**config.mk**
```make
export PLATFORM = sky130hd
export DESIGN_NAME = serial_reg_loader
export DESIGN_NICKNAME = d
export VERILOG_FILES = /design/src/rtl/loader_pkg.sv /design/src/rtl/shift_collector.sv /design/src/rtl/reg_bank.sv /design/src/rtl/mirror_decode.sv /design/src/rtl/serial_reg_loader.sv
export SDC_FILE = /design/constraint.sdc
export NUM_CORES = 1
export LEC_CHECK = 0
export BUFFER_PORTS_ARGS = -buffer_cell sky130_fd_sc_hd__buf_2
export CORE_MARGIN = 2
export CORE_UTILIZATION = 44
export DETAILED_ROUTE_END_ITERATION = 6
export GPL_TIMING_DRIVEN = 0
export HOLD_SLACK_MARGIN = 0.15
export PLACE_DENSITY = 0.72
export SYNTH_ARGS = -nofsm -noshare
export SYNTH_HDL_FRONTEND = slang
export SYNTH_SLANG_ARGS = --single-unit
```
**constraint.sdc**
```tcl
create_clock -name clk -period 2 [get_ports clk]
set_input_delay 0.4 -clock clk [delete_from_list [all_inputs] [get_ports clk]]
set_output_delay 0.4 -clock clk [all_outputs]
set_load 0.1 [all_outputs]
```
**src/rtl/loader_pkg.sv**
```systemverilog
package loader_pkg;

  typedef enum logic [1:0] {
    MIR_ONE_LO = 2'd0,
    MIR_ONE_HI = 2'd1,
    MIR_VERT   = 2'd2,
    MIR_HORZ   = 2'd3
  } mirror_e;

  function automatic mirror_e decode_mirror(input logic [1:0] ctl);
    mirror_e m;
    if (ctl[1]) m = ctl[0] ? MIR_HORZ : MIR_VERT;
    else        m = ctl[0] ? MIR_ONE_HI : MIR_ONE_LO;
    return m;
  endfunction

endpackage

```
**src/rtl/shift_collector.sv**
```systemverilog
module shift_collector #(
  parameter int SHIFT_W = 5,
  parameter int SEL_W   = 2,
  localparam int CNT_W  = (SHIFT_W > 1) ? $clog2(SHIFT_W) : 1
) (
  input  logic               clk,
  input  logic               rst_n,
  input  logic               wr_en,
  input  logic [SEL_W-1:0]   sel,
  input  logic               data_bit,
  input  logic               clear_bit,
  output logic               commit_evt,
  output logic [SEL_W-1:0]   commit_sel,
  output logic [SHIFT_W-1:0] commit_val,
  output logic [CNT_W-1:0]   count_q,
  output logic               sel_switch
);
  localparam logic [CNT_W-1:0] LAST = CNT_W'(SHIFT_W - 1);

  logic [CNT_W-1:0]   cnt_q, base_cnt;
  logic [SHIFT_W-1:0] shift_q, base_shift, assembled;
  logic [SEL_W-1:0]   prev_q;
  logic               take;

  always_comb begin
    sel_switch = wr_en && (sel != prev_q);
    base_cnt   = sel_switch ? '0 : cnt_q;
    base_shift = sel_switch ? '0 : shift_q;
    assembled  = base_shift;
    for (int i = 0; i < SHIFT_W; i++)
      if (base_cnt == CNT_W'(i)) assembled[i] = data_bit;
    take       = wr_en && !clear_bit;
    commit_evt = take && (base_cnt == LAST);
    commit_sel = sel;
    commit_val = assembled;
  end

  always_ff @(posedge clk) begin
    if (!rst_n) begin
      cnt_q   <= '0;
      shift_q <= '0;
      prev_q  <= '0;
    end else if (wr_en) begin
      prev_q <= sel;
      if (clear_bit || commit_evt) begin
        cnt_q   <= '0;
        shift_q <= '0;
      end else begin
        cnt_q   <= base_cnt + CNT_W'(1);
        shift_q <= assembled;
      end
    end
  end

  assign count_q = cnt_q;

endmodule

```
**src/rtl/reg_bank.sv**
```systemverilog
module reg_bank #(
  parameter int REG_W    = 5,
  parameter int IDX_W    = 2,
  parameter logic [REG_W-1:0] RESET0 = 5'h0C,
  localparam int NUM_REGS = 1 << IDX_W
) (
  input  logic                           clk,
  input  logic                           rst_n,
  input  logic                           load,
  input  logic [IDX_W-1:0]               load_idx,
  input  logic [REG_W-1:0]               load_val,
  output logic [NUM_REGS-1:0][REG_W-1:0] regs,
  output logic                           pulse_q,
  output logic [IDX_W-1:0]               idx_q
);
  for (genvar g = 0; g < NUM_REGS; g++) begin : g_reg
    localparam logic [REG_W-1:0] RST_VAL = (g == 0) ? RESET0 : '0;
    always_ff @(posedge clk) begin
      if (!rst_n)                                  regs[g] <= RST_VAL;
      else if (load && (load_idx == IDX_W'(g)))    regs[g] <= load_val;
    end
  end

  always_ff @(posedge clk) begin
    if (!rst_n) begin
      pulse_q <= 1'b0;
      idx_q   <= '0;
    end else begin
      pulse_q <= load;
      if (load) idx_q <= load_idx;
    end
  end

endmodule

```
**src/rtl/mirror_decode.sv**
```systemverilog
module mirror_decode
  import loader_pkg::*;
(
  input  logic [1:0] ctl,
  output logic [1:0] mode
);
  mirror_e m;
  always_comb begin
    m    = decode_mirror(ctl);
    mode = m;
  end
endmodule

```
**src/rtl/serial_reg_loader.sv**
```systemverilog
module serial_reg_loader #(
  parameter int ADDR_W = 16,
  parameter int DATA_W = 8,
  parameter int SEL_LO = 13,
  parameter int SHIFT_W = 5,
  parameter logic [SHIFT_W-1:0] RESET0 = 5'h0C,
  localparam int SEL_W = 2,
  localparam int NUM_REGS = 1 << SEL_W,
  localparam int CNT_W = (SHIFT_W > 1) ? $clog2(SHIFT_W) : 1
) (
  input  logic               clk,
  input  logic               rst_n,
  input  logic               wr_en,
  input  logic [ADDR_W-1:0]  wr_addr,
  input  logic [DATA_W-1:0]  wr_data,
  output logic [SHIFT_W-1:0] reg0,
  output logic [SHIFT_W-1:0] reg1,
  output logic [SHIFT_W-1:0] reg2,
  output logic [SHIFT_W-1:0] reg3,
  output logic [1:0]         mirror_mode,
  output logic               commit_pulse,
  output logic [SEL_W-1:0]   commit_index
);
  logic [SEL_W-1:0]   wr_sel;
  logic               clear_bit;
  logic               commit_evt;
  logic [SEL_W-1:0]   commit_sel;
  logic [SHIFT_W-1:0] commit_val;
  logic [CNT_W-1:0]   count_q;
  logic               sel_switch;
  logic [NUM_REGS-1:0][SHIFT_W-1:0] regs;

  assign wr_sel    = wr_addr[SEL_LO +: SEL_W];
  assign clear_bit = wr_data[DATA_W-1];

  shift_collector #(.SHIFT_W(SHIFT_W), .SEL_W(SEL_W)) u_collect (
    .clk(clk), .rst_n(rst_n), .wr_en(wr_en), .sel(wr_sel),
    .data_bit(wr_data[0]), .clear_bit(clear_bit),
    .commit_evt(commit_evt), .commit_sel(commit_sel), .commit_val(commit_val),
    .count_q(count_q), .sel_switch(sel_switch)
  );

  reg_bank #(.REG_W(SHIFT_W), .IDX_W(SEL_W), .RESET0(RESET0)) u_bank (
    .clk(clk), .rst_n(rst_n), .load(commit_evt), .load_idx(commit_sel),
    .load_val(commit_val), .regs(regs), .pulse_q(commit_pulse),
    .idx_q(commit_index)
  );

  mirror_decode u_mirror (.ctl(regs[0][1:0]), .mode(mirror_mode));

  assign reg0 = regs[0];
  assign reg1 = regs[1];
  assign reg2 = regs[2];
  assign reg3 = regs[3];

endmodule

```
Word level (Yosys, flattened, before mapping)
Cells that the tools add are included.

Register bits: 33. Input port bits: 27. Output and inout port bits: 25. Word-level logic and storage cells: 41.

Add/sub/neg operators: 1. Equal/unequal tests: 8. Muxes and demuxes: 12. Reductions and logical operators: 11.

Operators with widths (count): two-way mux 5 bit (2); logical AND 1 bit (7); two-way mux 1 bit (7); equality test 3 x 2 -> 1 bit (second input constant) (2); two-way mux 3 bit (2); equality test 2 bit (second input constant) (2); adder 3 x 1 -> 3 bit (second input constant) (1); equality test 3 x 1 -> 1 bit (second input constant) (1); equality test 3 bit (second input constant) (1); logical NOT 3 bit (1); equality test 2 x 1 -> 1 bit (second input constant) (1); logical NOT 2 bit (1); two-way mux 2 bit (1); inequality test 2 bit (1); logical NOT 1 bit (1); logical OR 1 bit (1).

Logic depth before layout (Yosys ltp)
Word-level depth: 7. Mapped depth: 11. Gate-level depth less buffers: 10.

Cells and area by module
A second synthesis with hierarchy kept.

Cells, all modules: 160. Area total of the unflattened synthesis: 1582.8 sq um.

Modules (own cells, without submodules): reg_bank (times used 1, cells an instance 85, area an instance 908.4 sq um, sequential area each 460.4 sq um); shift_collector (times used 1, cells an instance 73, area an instance 659.4 sq um, sequential area each 200.2 sq um); mirror_decode (times used 1, cells an instance 2, area an instance 15.0 sq um, sequential area each 0.0 sq um).

Worst setup path after synthesis
No wires, ideal clock.

Path type: input-to-reg. From: input port wr_addr[13]. To: register u_bank.regs[3] (netlist name). Setup time: 130 ps. Data arrival time: 1986 ps. Required time: 1870 ps. Setup slack: -116 ps. Cell stages on the path: 11. Path buffers: 1. Cell sequence: buf_6 > xnor2_1 > a21boi_0 > nor2_1 > inv_1 > nor2_1 > ha_1 > nor2b_1 > a22oi_1 > and2_1 > o21ai_1.

Word-level cells in the longest chain between the ends: 6. Elaborated cells between the ends (all ways): 10. Classes of those cells: eq/ne (3); mux (3); reduce/logical (4).

RTL lines: start: declaration (RTL line serial_reg_loader.sv:14) `input logic [ADDR_W-1:0] wr_addr,`; inequality test 2 bit (RTL line shift_collector.sv:26) `sel_switch = wr_en && (sel != prev_q);`; logical AND 1 bit (RTL line shift_collector.sv:26); two-way mux 3 bit (RTL line shift_collector.sv:27) `base_cnt = sel_switch ? '0 : cnt_q;`; equality test 3 bit (RTL line shift_collector.sv:33) `commit_evt = take && (base_cnt == LAST);`; logical AND 1 bit (RTL line shift_collector.sv:33); logical AND 1 bit (RTL line reg_bank.sv:20) `else if (load && (load_idx == IDX_W'(g))) regs[g] <= load_val;`; end signal: indexed assignment (RTL line reg_bank.sv:20); end: declaration (RTL line reg_bank.sv:12) `output logic [NUM_REGS-1:0][REG_W-1:0] regs,`.

Several ways; a longest one is shown, not always the timed one. A chain may end at the register's enable or synchronous reset.

Final worst setup path
From: register u_collect.prev_q[1]. To: register u_bank.regs[2] (netlist name).

Word-level cells in the longest chain between the ends: 6. Elaborated cells between the ends (all ways): 9. Classes of those cells: eq/ne (3); mux (3); reduce/logical (3).

RTL lines: start: declaration (RTL line shift_collector.sv:22) `logic [SEL_W-1:0] prev_q;`; start signal: assignment (RTL line shift_collector.sv:44) `prev_q <= sel;`; inequality test 2 bit (*) (RTL line shift_collector.sv:26); logical AND 1 bit (*) (RTL line shift_collector.sv:26); two-way mux 3 bit (RTL line shift_collector.sv:27); equality test 3 bit (RTL line shift_collector.sv:33); logical AND 1 bit (RTL line shift_collector.sv:33); logical AND 1 bit (RTL line reg_bank.sv:20).

Mark *: on every way between the ends. The rest lies on a longest branch, timed or not.

==> metrics.csv <==
stage,metric,value,unit
status,status,completed,
grt,gr ovfl total,0,
drt,"antenna viol nets, final",0,
critical_path,critical path arrival,2080,ps
synthesis,"EDFF count, synth",0,
final_layout,"most common cell after layout, fill and taps aside",dfxtp_1,
drt,final wirelength,3344,microns
final_layout,most frequent cells in the layout,"dfxtp_1, buf_2, nor2_1",
timing,clock skew,9.096,ps
drt,DR vias/cell,5.188,
timing,Setup-failing EPs final,0,
synthesis,Main synth FF type,dfxtp_1,
die,Std-Cell Rows,21,
synthesis,Yosys reg bits,33,
final_layout,share of layout cells above drive strength 1,33.68,%
final_layout,Syn-to-layout area delta,24.59,%
clock_tree,"Clk pin slew, worst setup/hold paths",110,ps
critical_path,Worst setup EP type,flop,
clock_tree,Clock Path Buffers,2,
timing,Worst Tran Pin Value,528.6,ps
worst_hold_path,worst hold stages,3,
clock_tree,CTS tree,done,
synthesis,cell count after synthesis,155,
synthesis,post-synth design cell area,1516,sq um
timing,Slew Limit Headroom,63.75,%
critical_path,CP startpoint kind,flop,
power,Tot Pwr,0.001286,W
timing,endpoints failing hold,0,
clock_tree,Post-CTS Hold Buffers,0,
synthesis,number of distinct library cells after synthesis,36,
final_layout,Antenna diodes,0,
timing,Worst Hold Slack,346.4,ps
die,DIE WIDTH,62.71,microns
synthesis,"FFs w/ async S/R, synth",0,%
timing,Peak Freq,0.5292,GHz
power,power per cell area,680.6,nW/um^2
synthesis,yosys warns,0,
drt,routed length per instance,13.99,microns
grt,vias in the first global route,1225,
place,number of port buffers,28,
clock_tree,total clock sinks,33,
synthesis,Syn Area/Cell,9.784,sq um
timing,final max-slew violation count,0,
drt,Iteration-0 DRC Markers,46,
synthesis,post-synthesis sequential area ratio,43.56,%
critical_path,"Max FO, Critical Path",5,
clock_tree,Num CTS Buffers,5,
power,VDD IR max,0.4841,mV
place,routability cong.,0.7620,
clock_tree,clk_lat worst skew,340,ps
final_layout,finished layout cell area,1889,sq um
synthesis,Syn Nets,185,
grt,initial antenna violation count,0,
critical_path,cells on worst reg2reg path,8,
clock_tree,CTS Root Cell,clkbuf_4,
clock_tree,Clock H-tree levels,2,
drt,DR vias,1240,
timing,minimum clock period,1890,ps
place,dpl hpwl,2426,microns
critical_path,CP required,2190,ps
grt,first-pass GRT wire length,5706,microns
timing,post-route setup slack,110.3,ps
job,max_cap viols,0,
final_layout,Final nets,222,
critical_path,WS Path Type,flop to flop,
grt,largest net degree at the start of global routing,13,
place,pre-CTS WS,-339.8,ps
grt,GRT Total Usage,18.67,%
synthesis,Synth top area share,43.56,%
die,die area,3932,sq um
synthesis,Synth area leader,dfxtp_1,
drt,drc violations,0,
die,I/O pin cnt,52,
die,Die Ht,62.71,microns
drt,TritonRoute pass-1 iters,4,
place,placed cell area,1734,sq um
die,Starting Density,45.80,%
power,Leakage,0.7540,nW
synthesis,Synth area leaders,"dfxtp_1, mux2i_1, nor2_1",
die,Core ar.,3311,sq um
timing,Final Cycle Share,94.49,%
worst_hold_path,Hold Crit Class,input pin to flop,
power by group:
group          switching [W]  total [W]  internal, W
Clock               0.000245   0.000509     0.000265
Combinational      0.0000661   0.000107    0.0000411
Sequential        0.00000779   0.000669     0.000662
Total               0.000318    0.00129     0.000967
routing by layer:
layer | wire [microns] | global-route usage, %
met1 | 1493 | 21.67
met5 | 0 | 0
met4 | 70 | 11.11
met2 | 1681 | 32.12
met3 | 98 | 3.243
synth_stat cells (2+ instances only):
cell      count
dfxtp_1      33
nor2_1       19
o21ai_1      12
a21oi_1      11
mux2i_1       8
nand2_1       7
inv_1         5
a211oi_2      4
and2_1        4
clkbuf_1      4
nand3b_1      4
a211oi_1      3
a21boi_0      3
buf_6         3
ha_1          3
nor2b_1       3
o22ai_1       3
a32oi_1       2
buf_4         2
nand2b_1      2
nor3_1        2
nor3b_4       2
xnor2_1       2
xor2_2        2
sequential cells by signal, indices dropped and copies added, names as in the netlist:
name and count:
u_bank.idx_q 2, u_bank.pulse_q 1, u_bank.regs 20, u_collect.count_q 3
u_collect.prev_q 2, u_collect.shift_q 5
critical path, cell delays in order (launching register included):
cell and delay (ps):
dfxtp_4 400, xor2_4 180, o21ai_4 190, nand2_1 100
inv_1 70, ha_1 170, a21boi_1 80, a32oi_2 360
a41oi_1 180
kinds of logic (layout without fill, tap and decap cells):
| family | after synthesis | after routing | share of synthesized area [%] |
|---|---|---|---|
| AO/OA/AOI/OAI | 43 | 43 | 18.73 |
| XOR/XNOR | 4 | 4 | 3.300 |
| adder cells (fa/ha/maj) | 3 | 3 | 2.476 |
| buffers and inverters | 15 | 53 | 5.692 |
| flip-flops | 33 | 33 | 43.56 |
| multiplexers | 8 | 8 | 5.281 |
| AND/OR/NAND/NOR | 49 | 49 | 20.96 |
layout make-up:
cell class                 instances  area [sq um]
clock buffer                       5         37.54
fill                             313          1421
inverter                           6         22.52
timing repair buffer              30         155.1
tap                               46         57.56
buffer                             9         63.81
clock inverter                     3         46.29
multi-input combinational        107         840.8
sequential                        33         665.6
repair_timing:
action,in CTS,in global routing
pin swaps,2,3
resized for setup,5,7
setup endpoints to repair,15,12
setup buffers,1,1
gates cloned,0,0
worst paths after layout:
kind / from / slack, ps / end
setup reg to reg: u_collect.prev_q[1]$_SDFFE_PN0P_ / 110 / u_bank.regs[2]$_SDFFE_PN1P_
hold reg to reg: u_bank.idx_q[0]$_SDFFE_PN0P_ / 460 / u_bank.idx_q[0]$_SDFFE_PN0P_
setup / recovery: u_collect.prev_q[1]$_SDFFE_PN0P_ / 110 / u_bank.regs[2]$_SDFFE_PN1P_
hold / removal: wr_addr[13] / 350 / u_bank.idx_q[0]$_SDFFE_PN0P_
through the flow:
| stage | instances | TNS, ps | utilization [%] |
|---|---|---|---|
| floorplan | 155 | 0 | - |
| global placement | 229 | -2306 | 52.38 |
| detailed placement | 229 | -3673 | 52.38 |
| CTS | 238 | -12.38 | 55.67 |
| global route | 239 | -57.89 | 57.07 |
| finish | 239 | 0 | 57.07 |
No activity file was read; power rests on OpenSTA's default activity.
